### src/rtl/rob_pkg.sv
package rob_pkg;
    typedef enum logic [2:0] {
        ST_EMPTY,
        ST_WAIT,
        ST_DISP,
        ST_KILL,
        ST_DONE
    } rob_st_e;
endpackage

### src/rtl/rob_ring.sv
module rob_ring #(
    parameter int DEPTH = 8,
    parameter int TW    = $clog2(DEPTH),
    parameter int CW    = $clog2(DEPTH + 1)
) (
    input  logic          clk,
    input  logic          rst_n,
    input  logic          push,
    input  logic          pop,
    output logic [TW-1:0] head,
    output logic [TW-1:0] tail,
    output logic [CW-1:0] occ,
    output logic          full
);
    always_ff @(posedge clk) begin
        if (!rst_n) begin
            head <= '0;
            tail <= '0;
            occ  <= '0;
        end else begin
            if (push) tail <= tail + 1'b1;
            if (pop)  head <= head + 1'b1;
            if (push && !pop)      occ <= occ + 1'b1;
            else if (pop && !push) occ <= occ - 1'b1;
        end
    end

    assign full = (occ == CW'(DEPTH));
endmodule

### src/rtl/rob_oldest.sv
module rob_oldest #(
    parameter int N  = 8,
    parameter int TW = $clog2(N)
) (
    input  logic [N-1:0]  req,
    input  logic [TW-1:0] base,
    output logic          hit,
    output logic [TW-1:0] sel
);
    logic [TW-1:0] probe;

    always_comb begin
        hit   = 1'b0;
        sel   = base;
        probe = base;
        for (int k = 0; k < N; k++) begin
            probe = base + TW'(k);
            if (!hit && req[probe]) begin
                hit = 1'b1;
                sel = probe;
            end
        end
    end
endmodule

### src/rtl/rob_slot.sv
module rob_slot
    import rob_pkg::*;
#(
    parameter int DW  = 16,
    parameter int OPW = 4,
    parameter int RAW = 5,
    parameter int TW  = 3,
    parameter int IDX = 0
) (
    input  logic           clk,
    input  logic           rst_n,
    input  logic           ins_we,
    input  logic [OPW-1:0] ins_op,
    input  logic [RAW-1:0] ins_dst,
    input  logic           ins_av,
    input  logic [DW-1:0]  ins_ad,
    input  logic           ins_bv,
    input  logic [DW-1:0]  ins_bd,
    input  logic           wa_v,
    input  logic [TW-1:0]  wa_tag,
    input  logic [DW-1:0]  wa_d,
    input  logic           wm_v,
    input  logic [TW-1:0]  wm_tag,
    input  logic [DW-1:0]  wm_d,
    input  logic           disp_go,
    input  logic           kill_go,
    input  logic           cmt_go,
    output rob_st_e        st,
    output logic [OPW-1:0] op,
    output logic [RAW-1:0] dst,
    output logic           av,
    output logic [DW-1:0]  ad,
    output logic           bv,
    output logic [DW-1:0]  bd,
    output logic [DW-1:0]  res
);
    localparam logic [TW-1:0] MY_TAG = TW'(IDX);

    rob_st_e st_q, st_d;
    logic    hit_a, hit_m;

    assign hit_a = wa_v && (wa_tag == MY_TAG);
    assign hit_m = wm_v && (wm_tag == MY_TAG);

    // state register
    always_ff @(posedge clk) begin
        if (!rst_n) st_q <= ST_EMPTY;
        else        st_q <= st_d;
    end

    // next-state selection
    always_comb begin
        st_d = st_q;
        unique case (st_q)
            ST_EMPTY: if (ins_we) st_d = ST_WAIT;
            ST_WAIT: begin
                if (kill_go)      st_d = ST_KILL;
                else if (disp_go) st_d = ST_DISP;
            end
            ST_DISP: begin
                if (kill_go)             st_d = ST_KILL;
                else if (hit_a || hit_m) st_d = ST_DONE;
            end
            ST_DONE: begin
                if (cmt_go)       st_d = ST_EMPTY;
                else if (kill_go) st_d = ST_KILL;
            end
            ST_KILL: if (cmt_go) st_d = ST_EMPTY;
        endcase
    end

    // payload and operand wakeup
    always_ff @(posedge clk) begin
        if (!rst_n) begin
            op  <= '0;
            dst <= '0;
            av  <= 1'b0;
            ad  <= '0;
            bv  <= 1'b0;
            bd  <= '0;
            res <= '0;
        end else if (ins_we) begin
            op  <= ins_op;
            dst <= ins_dst;
            av  <= ins_av;
            ad  <= ins_ad;
            bv  <= ins_bv;
            bd  <= ins_bd;
        end else begin
            if (!av) begin
                if (wa_v && wa_tag == ad[TW-1:0]) begin
                    av <= 1'b1;
                    ad <= wa_d;
                end else if (wm_v && wm_tag == ad[TW-1:0]) begin
                    av <= 1'b1;
                    ad <= wm_d;
                end
            end
            if (!bv) begin
                if (wa_v && wa_tag == bd[TW-1:0]) begin
                    bv <= 1'b1;
                    bd <= wa_d;
                end else if (wm_v && wm_tag == bd[TW-1:0]) begin
                    bv <= 1'b1;
                    bd <= wm_d;
                end
            end
            if (st_q == ST_DISP && !kill_go) begin
                if (hit_a)      res <= wa_d;
                else if (hit_m) res <= wm_d;
            end
        end
    end

    assign st = st_q;
endmodule

### src/rtl/rob_core.sv
module rob_core
    import rob_pkg::*;
#(
    parameter int DEPTH = 8,
    parameter int DW    = 16,
    parameter int OPW   = 4,
    parameter int RAW   = 5
) (
    input  logic                     clk,
    input  logic                     rst_n,
    input  logic                     ins_valid,
    input  logic [OPW-1:0]           ins_op,
    input  logic [RAW-1:0]           ins_dst,
    input  logic                     ins_a_rdy,
    input  logic [DW-1:0]            ins_a_val,
    input  logic                     ins_b_rdy,
    input  logic [DW-1:0]            ins_b_val,
    output logic                     ins_ready,
    output logic [$clog2(DEPTH)-1:0] ins_tag,
    output logic                     alu_issue_valid,
    output logic [$clog2(DEPTH)-1:0] alu_issue_tag,
    output logic [OPW-1:0]           alu_issue_op,
    output logic [DW-1:0]            alu_issue_a,
    output logic [DW-1:0]            alu_issue_b,
    input  logic                     alu_issue_ack,
    output logic                     mem_issue_valid,
    output logic [$clog2(DEPTH)-1:0] mem_issue_tag,
    output logic [OPW-1:0]           mem_issue_op,
    output logic [DW-1:0]            mem_issue_a,
    output logic [DW-1:0]            mem_issue_b,
    input  logic                     mem_issue_ack,
    input  logic                     alu_wb_valid,
    input  logic [$clog2(DEPTH)-1:0] alu_wb_tag,
    input  logic [DW-1:0]            alu_wb_data,
    input  logic                     mem_wb_valid,
    input  logic [$clog2(DEPTH)-1:0] mem_wb_tag,
    input  logic [DW-1:0]            mem_wb_data,
    input  logic                     kill_valid,
    input  logic [$clog2(DEPTH)-1:0] kill_tag,
    output logic                     rf_we,
    output logic [RAW-1:0]           rf_waddr,
    output logic [DW-1:0]            rf_wdata,
    output logic                     retire_valid
);
    localparam int TW = $clog2(DEPTH);
    localparam int CW = $clog2(DEPTH + 1);

    rob_st_e        st_arr  [DEPTH];
    logic [OPW-1:0] op_arr  [DEPTH];
    logic [RAW-1:0] dst_arr [DEPTH];
    logic           av_arr  [DEPTH];
    logic [DW-1:0]  ad_arr  [DEPTH];
    logic           bv_arr  [DEPTH];
    logic [DW-1:0]  bd_arr  [DEPTH];
    logic [DW-1:0]  res_arr [DEPTH];

    logic [DEPTH-1:0] ins_we, disp_go, kill_go, cmt_go;
    logic [DEPTH-1:0] alu_req, mem_req;

    logic [TW-1:0] head, tail, koff;
    logic [CW-1:0] occ;
    logic          full, push, pop;
    logic          alu_hit, mem_hit;
    logic [TW-1:0] alu_sel, mem_sel;

    // operand resolution at insert: index 0 is A, index 1 is B
    logic          opv_in  [2];
    logic [DW-1:0] opd_in  [2];
    logic          opv_res [2];
    logic [DW-1:0] opd_res [2];

    rob_ring #(.DEPTH(DEPTH), .TW(TW), .CW(CW)) u_ring (
        .clk  (clk),
        .rst_n(rst_n),
        .push (push),
        .pop  (pop),
        .head (head),
        .tail (tail),
        .occ  (occ),
        .full (full)
    );

    assign ins_ready = !full && !kill_valid;
    assign push      = ins_valid && ins_ready;
    assign ins_tag   = tail;

    assign opv_in[0] = ins_a_rdy;
    assign opd_in[0] = ins_a_val;
    assign opv_in[1] = ins_b_rdy;
    assign opd_in[1] = ins_b_val;

    always_comb begin
        for (int j = 0; j < 2; j++) begin
            opv_res[j] = opv_in[j];
            opd_res[j] = opd_in[j];
            if (!opv_in[j]) begin
                if (alu_wb_valid && alu_wb_tag == opd_in[j][TW-1:0]) begin
                    opv_res[j] = 1'b1;
                    opd_res[j] = alu_wb_data;
                end else if (mem_wb_valid && mem_wb_tag == opd_in[j][TW-1:0]) begin
                    opv_res[j] = 1'b1;
                    opd_res[j] = mem_wb_data;
                end else if (st_arr[opd_in[j][TW-1:0]] == ST_DONE) begin
                    opv_res[j] = 1'b1;
                    opd_res[j] = res_arr[opd_in[j][TW-1:0]];
                end
            end
        end
    end

    assign koff = kill_tag - head;
    assign pop  = (st_arr[head] == ST_DONE) || (st_arr[head] == ST_KILL);

    for (genvar g = 0; g < DEPTH; g++) begin : g_slot
        logic [TW-1:0] ioff;
        assign ioff       = TW'(g) - head;
        assign ins_we[g]  = push && (tail == TW'(g));
        assign kill_go[g] = kill_valid && (st_arr[g] != ST_EMPTY) && (ioff > koff);
        assign cmt_go[g]  = pop && (head == TW'(g));
        assign disp_go[g] = (alu_hit && alu_issue_ack && alu_sel == TW'(g)) ||
                            (mem_hit && mem_issue_ack && mem_sel == TW'(g));
        assign alu_req[g] = (st_arr[g] == ST_WAIT) && av_arr[g] && bv_arr[g] && !op_arr[g][OPW-1];
        assign mem_req[g] = (st_arr[g] == ST_WAIT) && av_arr[g] && bv_arr[g] &&  op_arr[g][OPW-1];

        rob_slot #(.DW(DW), .OPW(OPW), .RAW(RAW), .TW(TW), .IDX(g)) u_slot (
            .clk    (clk),
            .rst_n  (rst_n),
            .ins_we (ins_we[g]),
            .ins_op (ins_op),
            .ins_dst(ins_dst),
            .ins_av (opv_res[0]),
            .ins_ad (opd_res[0]),
            .ins_bv (opv_res[1]),
            .ins_bd (opd_res[1]),
            .wa_v   (alu_wb_valid),
            .wa_tag (alu_wb_tag),
            .wa_d   (alu_wb_data),
            .wm_v   (mem_wb_valid),
            .wm_tag (mem_wb_tag),
            .wm_d   (mem_wb_data),
            .disp_go(disp_go[g]),
            .kill_go(kill_go[g]),
            .cmt_go (cmt_go[g]),
            .st     (st_arr[g]),
            .op     (op_arr[g]),
            .dst    (dst_arr[g]),
            .av     (av_arr[g]),
            .ad     (ad_arr[g]),
            .bv     (bv_arr[g]),
            .bd     (bd_arr[g]),
            .res    (res_arr[g])
        );
    end

    rob_oldest #(.N(DEPTH), .TW(TW)) u_pick_alu (
        .req (alu_req),
        .base(head),
        .hit (alu_hit),
        .sel (alu_sel)
    );

    rob_oldest #(.N(DEPTH), .TW(TW)) u_pick_mem (
        .req (mem_req),
        .base(head),
        .hit (mem_hit),
        .sel (mem_sel)
    );

    // outputs
    always_comb begin
        alu_issue_valid = alu_hit;
        alu_issue_tag   = alu_sel;
        alu_issue_op    = op_arr[alu_sel];
        alu_issue_a     = ad_arr[alu_sel];
        alu_issue_b     = bd_arr[alu_sel];
        mem_issue_valid = mem_hit;
        mem_issue_tag   = mem_sel;
        mem_issue_op    = op_arr[mem_sel];
        mem_issue_a     = ad_arr[mem_sel];
        mem_issue_b     = bd_arr[mem_sel];
        retire_valid    = pop;
        rf_we           = (st_arr[head] == ST_DONE);
        rf_waddr        = dst_arr[head];
        rf_wdata        = res_arr[head];
    end
endmodule

### config.mk
export PLATFORM = sky130hd
export DESIGN_NAME = rob_core
export DESIGN_NICKNAME = d
export VERILOG_FILES = /design/src/rtl/rob_pkg.sv /design/src/rtl/rob_ring.sv /design/src/rtl/rob_oldest.sv /design/src/rtl/rob_slot.sv /design/src/rtl/rob_core.sv
export SDC_FILE = /design/constraint.sdc
export NUM_CORES = 2
export LEC_CHECK = 0
export BUFFER_PORTS_ARGS = -buffer_cell sky130_fd_sc_hd__buf_2
export CAP_MARGIN = 30
export CORE_AREA = 2 2 352 267
export CTS_CLUSTER_DIAMETER = 40
export CTS_CLUSTER_SIZE = 40
export DETAILED_ROUTE_END_ITERATION = 8
export DIE_AREA = 0 0 354 269
export MAX_ROUTING_LAYER = met4
export SETUP_SLACK_MARGIN = 0.2
export SYNTH_ARGS = -nofsm -noshare
export SYNTH_HDL_FRONTEND = slang
export SYNTH_HIERARCHICAL = 1
export SYNTH_SLANG_ARGS = --single-unit
### constraint.sdc
create_clock -name clk -period 7.4 [get_ports clk]
set_input_delay 1.48 -clock clk [delete_from_list [all_inputs] [get_ports clk]]
set_output_delay 1.48 -clock clk [all_outputs]
set_load 0.1 [all_outputs]
Word-level counts from Yosys, hierarchy flattened --
Cells that the tools add are included.
Word-level totals: bits in registers 506, bits in latches 0, memory bits (writable) 0, memory bits (read-only) 0, input port bits 92, output and inout bits 107, word-level logic and storage cells 916, memories kept 0
Cells by class: $add $sub $neg 19, $mul 0, div/mod/pow operators 0, magnitude comparators 21, eq/ne operators 171, shift-type cells 0, mux-type cells 335, bitwise operators 13, reductions and logical operators 290
Operators with widths (count):
- $mux W16 | 102
- $bmux W16 S3 | 7
- $mux W3 | 84
- $logic_and A1 B1 Y1 | 160
- $pmux W3 S5 | 8
- $eq A3 B3 Y1 | 36
- $eq A3 B3 Y1 const B | 35
- $mux W1 | 104
- $eq A3 B2 Y1 const B | 29
- $ne A3 B1 Y1 const B | 24
- $reduce_bool A3 Y1 | 24
- $ne A2 B1 Y1 const B | 32
- $bmux W1 S3 | 16
- $eq A3 B1 Y1 const B | 14
- $logic_not A3 Y1 | 14
- $reduce_and A5 Y1 | 8
- $logic_not A1 Y1 | 34
- $lt A3 B4 Y1 const B | 8
- $reduce_and A2 Y1 | 16
- $bmux W3 S3 | 3
- $bmux W4 S3 | 2
- $gt A3 B3 Y1 | 8
- $mux W4 | 6
- $reduce_and A3 Y1 | 8
- 17 further kinds | 67

Longest topological paths before layout --
depth after elaboration 34, mapped depth 21, mapped depth without buffers 17

Cells and area by module --
Netlist, hierarchy kept.
By module, submodules not included:
- rob_core | instances 1, cells an instance 1051, area an instance 10772.8 µm², sequential area each 0.0 µm²
- rob_slot at g_slot[3].u_slot ... | instances 3, cells an instance 379, area an instance 3488.3 µm², sequential area each 1241.2 µm²
- rob_slot at g_slot[1].u_slot ... | instances 2, cells an instance 382, area an instance 3508.4 µm², sequential area each 1241.2 µm²
- rob_slot at g_slot[0].u_slot | instances 1, cells an instance 382, area an instance 3562.2 µm², sequential area each 1241.2 µm²
- rob_slot at g_slot[4].u_slot | instances 1, cells an instance 382, area an instance 3525.9 µm², sequential area each 1241.2 µm²
- rob_slot at g_slot[7].u_slot | instances 1, cells an instance 379, area an instance 3483.3 µm², sequential area each 1241.2 µm²
- rob_oldest | instances 2, cells an instance 91, area an instance 834.6 µm², sequential area each 0.0 µm²
- rob_ring | instances 1, cells an instance 51, area an instance 534.3 µm², sequential area each 200.2 µm²

Worst setup path before layout --
Ideal clock, no wire load.
path type register to output, start point register u_ring.head[1], end point output port mem_issue_op[3], arrival time 7893 ps, required time 5920 ps, setup slack -1973 ps, cell stages (with the launch flop) 17, buffers on the path 6, cell sequence dfxtp_1 -> clkbuf_8 -> inv_1 -> ha_1 -> buf_6 -> mux2i_1 -> mux4_2 -> a22o_4 -> and3_2 -> buf_4 -> a22o_2 -> a21oi_1 -> clkbuf_1 -> buf_1 -> buf_1 -> mux4_2 -> o21ai_0
On the way: longest elaborated chain between the ends 28
RTL lines:
- start: declaration | RTL line rob_ring.sv:10 | output logic [TW-1:0] head,
- start signal: assignment | RTL line rob_ring.sv:22 | if (pop) head <= head + 1'b1;
- branches (longest 23 deep; another with $add A3 B1 Y3)
- $mux W3 * | RTL line rob_oldest.sv:18 | if (!hit && req[probe]) begin
- via mem_issue_tag[1] | RTL line rob_core.sv:27 | output logic [$clog2(DEPTH)-1:0] mem_issue_tag,
- $not A3 Y4 (not written as such) * | RTL line rob_core.sv:178 | mem_issue_op = op_arr[mem_sel];
- $bmux W4 S3 * | RTL line rob_core.sv:178
- $mux W4 (not written as such) * (2 in a row) | RTL line rob_core.sv:178
- end: declaration | RTL line rob_core.sv:28 | output logic [OPW-1:0] mem_issue_op,
Mark *: on every way through the listed nets, which the timed path passes. The select of a mux whose other input is x is not followed.

Final worst setup path --
start point register g_slot[2].u_slot.st_q[1], end point output port mem_issue_a[1]
On the way: longest elaborated chain between the ends 32
RTL lines:
- start: declaration | RTL line rob_slot.sv:39 | rob_st_e st_q, st_d;
- start signal: assignment | RTL line rob_slot.sv:48 | else st_q <= st_d;
- $eq A3 B1 Y1 * | RTL line rob_core.sv:123 | assign mem_req[g] = (st_arr[g] == ST_WAIT) && av_arr[g] && bv_arr[g] && op_arr[g][OPW-1];
- $logic_and A1 B1 Y1 * (3 in a row) | RTL line rob_core.sv:123
- via mem_req[2] | RTL line rob_core.sv:58 | logic [DEPTH-1:0] alu_req, mem_req;
- $bmux W1 S3 | RTL line rob_oldest.sv:18
- $mux W1 (not written as such) | RTL line rob_oldest.sv:18
- $mux W1 | RTL line rob_oldest.sv:18
- $logic_not A1 Y1 | RTL line rob_oldest.sv:18
- $logic_and A1 B1 Y1 | RTL line rob_oldest.sv:18
- [14 not listed]
- $logic_and A1 B1 Y1 | RTL line rob_oldest.sv:18
- $mux W1 | RTL line rob_oldest.sv:18
- $logic_not A1 Y1 | RTL line rob_oldest.sv:18
- $logic_and A1 B1 Y1 | RTL line rob_oldest.sv:18
- $mux W3 * | RTL line rob_oldest.sv:18
- $not A3 Y4 (not written as such) * | RTL line rob_core.sv:179 | mem_issue_a = ad_arr[mem_sel];
- $bmux W16 S3 * | RTL line rob_core.sv:179
- $mux W16 (not written as such) * (2 in a row) | RTL line rob_core.sv:179
- end: declaration | RTL line rob_core.sv:29 | output logic [DW-1:0] mem_issue_a,
Mark *: on every way through the listed nets, which the timed path passes. The rest lies on a longest branch. The select of a mux whose other input is x is not followed.

==> impl_results.md <==
* Status: finished, final reports clean
* Crit share post-route at 94.00%
* Initial Utilization at 44.48%
* WL final at 159500 um
* Synth-to-Final Area Change at 12.61%
* Post-Syn Nets at 4447
* Later-pin clock latency in the skew report at 0.72 ns
* Ports at 199
* IO buf count at 198
* Worst path required time at 5.92 ns
* Sequential fraction of the synthesis area at 24.69%
* Distinct cells, synth at 107
* Final worst path period need at 6.956 ns
* Final setup fails at 0
* DP HPWL at 102600 um
* Clock sink count at 506
* CP Buf/Inv Count at 2
* GPL Wtd Cong at 0.9516
* Vias per cell at 6.605
* Max_slew headroom at 22.91%
* Slowest-stage cell, CP: mux4_2
* Unrepaired setup endpoints after global routing: false
* # rows at 97
* Synth Instances at between 4000 and 5000
* Setup_tns at 0 ns
* Crit-path leading delay family: multiplexers
* Maxcap violations at 0
* Layout filler cell count at 8539
* Reg clk slew, reported paths at 0.06 ns
* Final ANT Viol Nets at 0
* Most common cell after layout, fill and taps aside: nand2_1
* Total GRT Usage at 33.48%
* Grt total ovfl at 0
* Layout cells sized above 1 at 24.29%
* Max clock buf depth at 3
* Crit path max fanout at 26
* 1st-iter DRT viols at approximately 5000
* Yosys warnings at 6
* Final hold vios at 0
* Worst-Margin Slew at between 1 and 1.5 ns
* Die X at 354 um
* Startpoint types: flip-flop
* Crit. End Element: output pin
* Seq cells post-synth at approximately 510
* CTS Buf Count at 92
* CP arrival at 5.48 ns
* Fmax at 0.1438 GHz
* Vias in the first global route at 34140
* Worst slack, placed at 1.021 ns
* CP Class: flip-flop to output pin
* Post-CTS Hold Buffers at 0
* Crit-path cells: nor2_1 -> nand4_1 -> nor2_1 -> mux2i_1 -> mux4_2 -> a22o_4 -> and3_2 -> o21ai_0 -> nand2_1 -> xnor2_4 -> buf_12 -> mux4_2 -> mux2_2 -> buf_2
* Most frequent cells in the layout: nand2_1 (596), dfxtp_1 (503), nand2b_1 (278), mux4_2 (266), o2111ai_1 (256)
* Largest net degree at the start of global routing at 216
* Die area at 0.09523 mm2
* Syn avg cell area at approximately 9.5 um2
* Die Span Y at about 270 um
* Post-synth ARST share at 0%
* Synthesized cell area at 0.04103 mm2
* Largest stage delay, worst path at 0.53 ns
* Core Footprint at 0.09224 mm2
* Initial antenna violation count at 8
* Final Max Slew Viols at 0
* Post-synth EDFFs at 0
* 1st-pass router iterations at 6
* Clock Skew at 0.04103 ns
* Ys flop type: dfxtp_1
* Setup ws final at between 0.4 and 0.5 ns
* DR DRC count at 0
* H-tree depth at 3
* WL per Instance at 28.16 um
* Leak pwr at between 15 and 20 nW
* Worst vdd ir at 0.3628 mV
* First-pass GRT wire length at 233400 um
* CTS tree: built
* Via count at 37420
* Power Density at roughly 280 mW/mm2
* Worst Hold Class: flip-flop to flip-flop
* Clock root buffer: clkbuf_16
* Final nets at 4461
==> sequential cells by signal (all words and copies together), names as in the netlist, 4 cells and up <==
signal	cells
g_slot.u_slot/op	32
g_slot.u_slot/bd	128
g_slot.u_slot/bv	8
u_ring/occ	4
g_slot.u_slot/dst	40
g_slot.u_slot/res	128
g_slot.u_slot/st	24
g_slot.u_slot/av	8
g_slot.u_slot/ad	128
==> cell families (layout without fill, tap and decap cells) <==
kind of cell	count (synthesis)	in the layout	synth area share [%]
AOI/OAI and AO/OA	1072	1072	19.64
xor gates and xnor gates	128	128	2.751
adders and majority gates	29	29	0.9088
buffers and inverters	477	571	5.574
DFF	506	506	24.69
muxes	847	847	30.17
other	0	6	0
and+or+nand+nor	1269	1269	16.27
==> worst paths after layout <==
path	startpoint	to	slack (ns)	depth (start not counted)
worst max-delay path	g_slot[2].u_slot/st[1]	mem_issue_a[1]	0.44	14
worst min-delay path	g_slot[7].u_slot/ad[4]	g_slot[7].u_slot/ad[4]	0.46	2
worst max register to register	u_ring/head[0]	g_slot[0].u_slot/res[10]	1.91	14
worst min register to register	g_slot[7].u_slot/ad[4]	g_slot[7].u_slot/ad[4]	0.46	2
==> final cells by class <==
class | instances | area (um2) | area share (%)
sequential | 506 | 10140 | 21.94
multi-input combinational | 3345 | 28780 | 62.29
tap | 1237 | 1548 | 3.350
clock buffer | 103 | 2424 | 5.245
antenna | 6 | 15.01 | 0.03250
clock inverter | 71 | 948.4 | 2.053
timing repair buffer | 315 | 2044 | 4.425
inverter | 82 | 307.8 | 0.6662
==> layer usage <==
layer	track usage, %	share of wire (%)	wire, um
met1	46.07	43	68370
met2	47.53	42	67780
met3	7.662	11	16940
met4	12.94	4.0	6424
met5	-	0	0
==> repair_timing <==
| action | 4_1_cts | 5_1_grt |
|---|---|---|
| hold endpoints to repair | 0 | 0 |
| gates resized for setup | 0 | 2 |
| setup endpoints to repair | 0 | 38 |
| buffers inserted | 0 | 4 |
==> cells in the mapped netlist (27+ instances only) <==
cell type	number	area, um2
a21oi_1	87	435.4
buf_2	119	595.6
buf_4	27	202.7
clkbuf_1	200	750.7
dfxtp_1	506	10130
inv_1	81	304.0
mux2_1	134	1509
mux2_2	190	2140
mux2i_1	237	2372
mux4_2	266	5991
nand2_1	596	2237
nand2b_1	278	1739
nand3_1	35	175.2
nand4_1	30	187.7
nor2_1	86	322.8
nor2b_1	111	694.4
o2111ai_1	256	2242
o211a_1	128	1281
o21ai_0	114	570.6
o21ai_1	223	1116
xnor2_1	111	972.2
==> through the flow <==
step	instances	cell area (um2)	hold slack (ns)	power, mW	utilization [%]
global placement	5476	42700	0.4519	8.067	46.30
CTS	5655	46150	0.4604	12.80	50.04
finish	5665	46200	0.4592	12.83	50.09
detailed placement	5481	42780	0.4522	8.115	46.38
global route	5663	46200	0.4810	13.29	50.09
floorplan	4328	41100	0.4350	6.991	-
==> tightest hold or removal path: cells and delay by family (launching register included) <==
kind,cells,cell delay (ns)
AND/OR/NAND/NOR,1,0.05
flip-flops,1,0.31
AO/OA/AOI/OAI,1,0.05
==> report_power, final <==
part / switching [mW] / internal, mW / total [mW] / leakage, nW
sequential: 0.343 / 2.94 / 3.29 / 4.10
clock: 1.75 / 2.94 / 4.68 / 1.63
combinational: 3.14 / 1.72 / 4.86 / 11.6
total: 5.23 / 7.60 / 12.8 / 17.3
No activity file was read; power rests on OpenSTA's default activity.
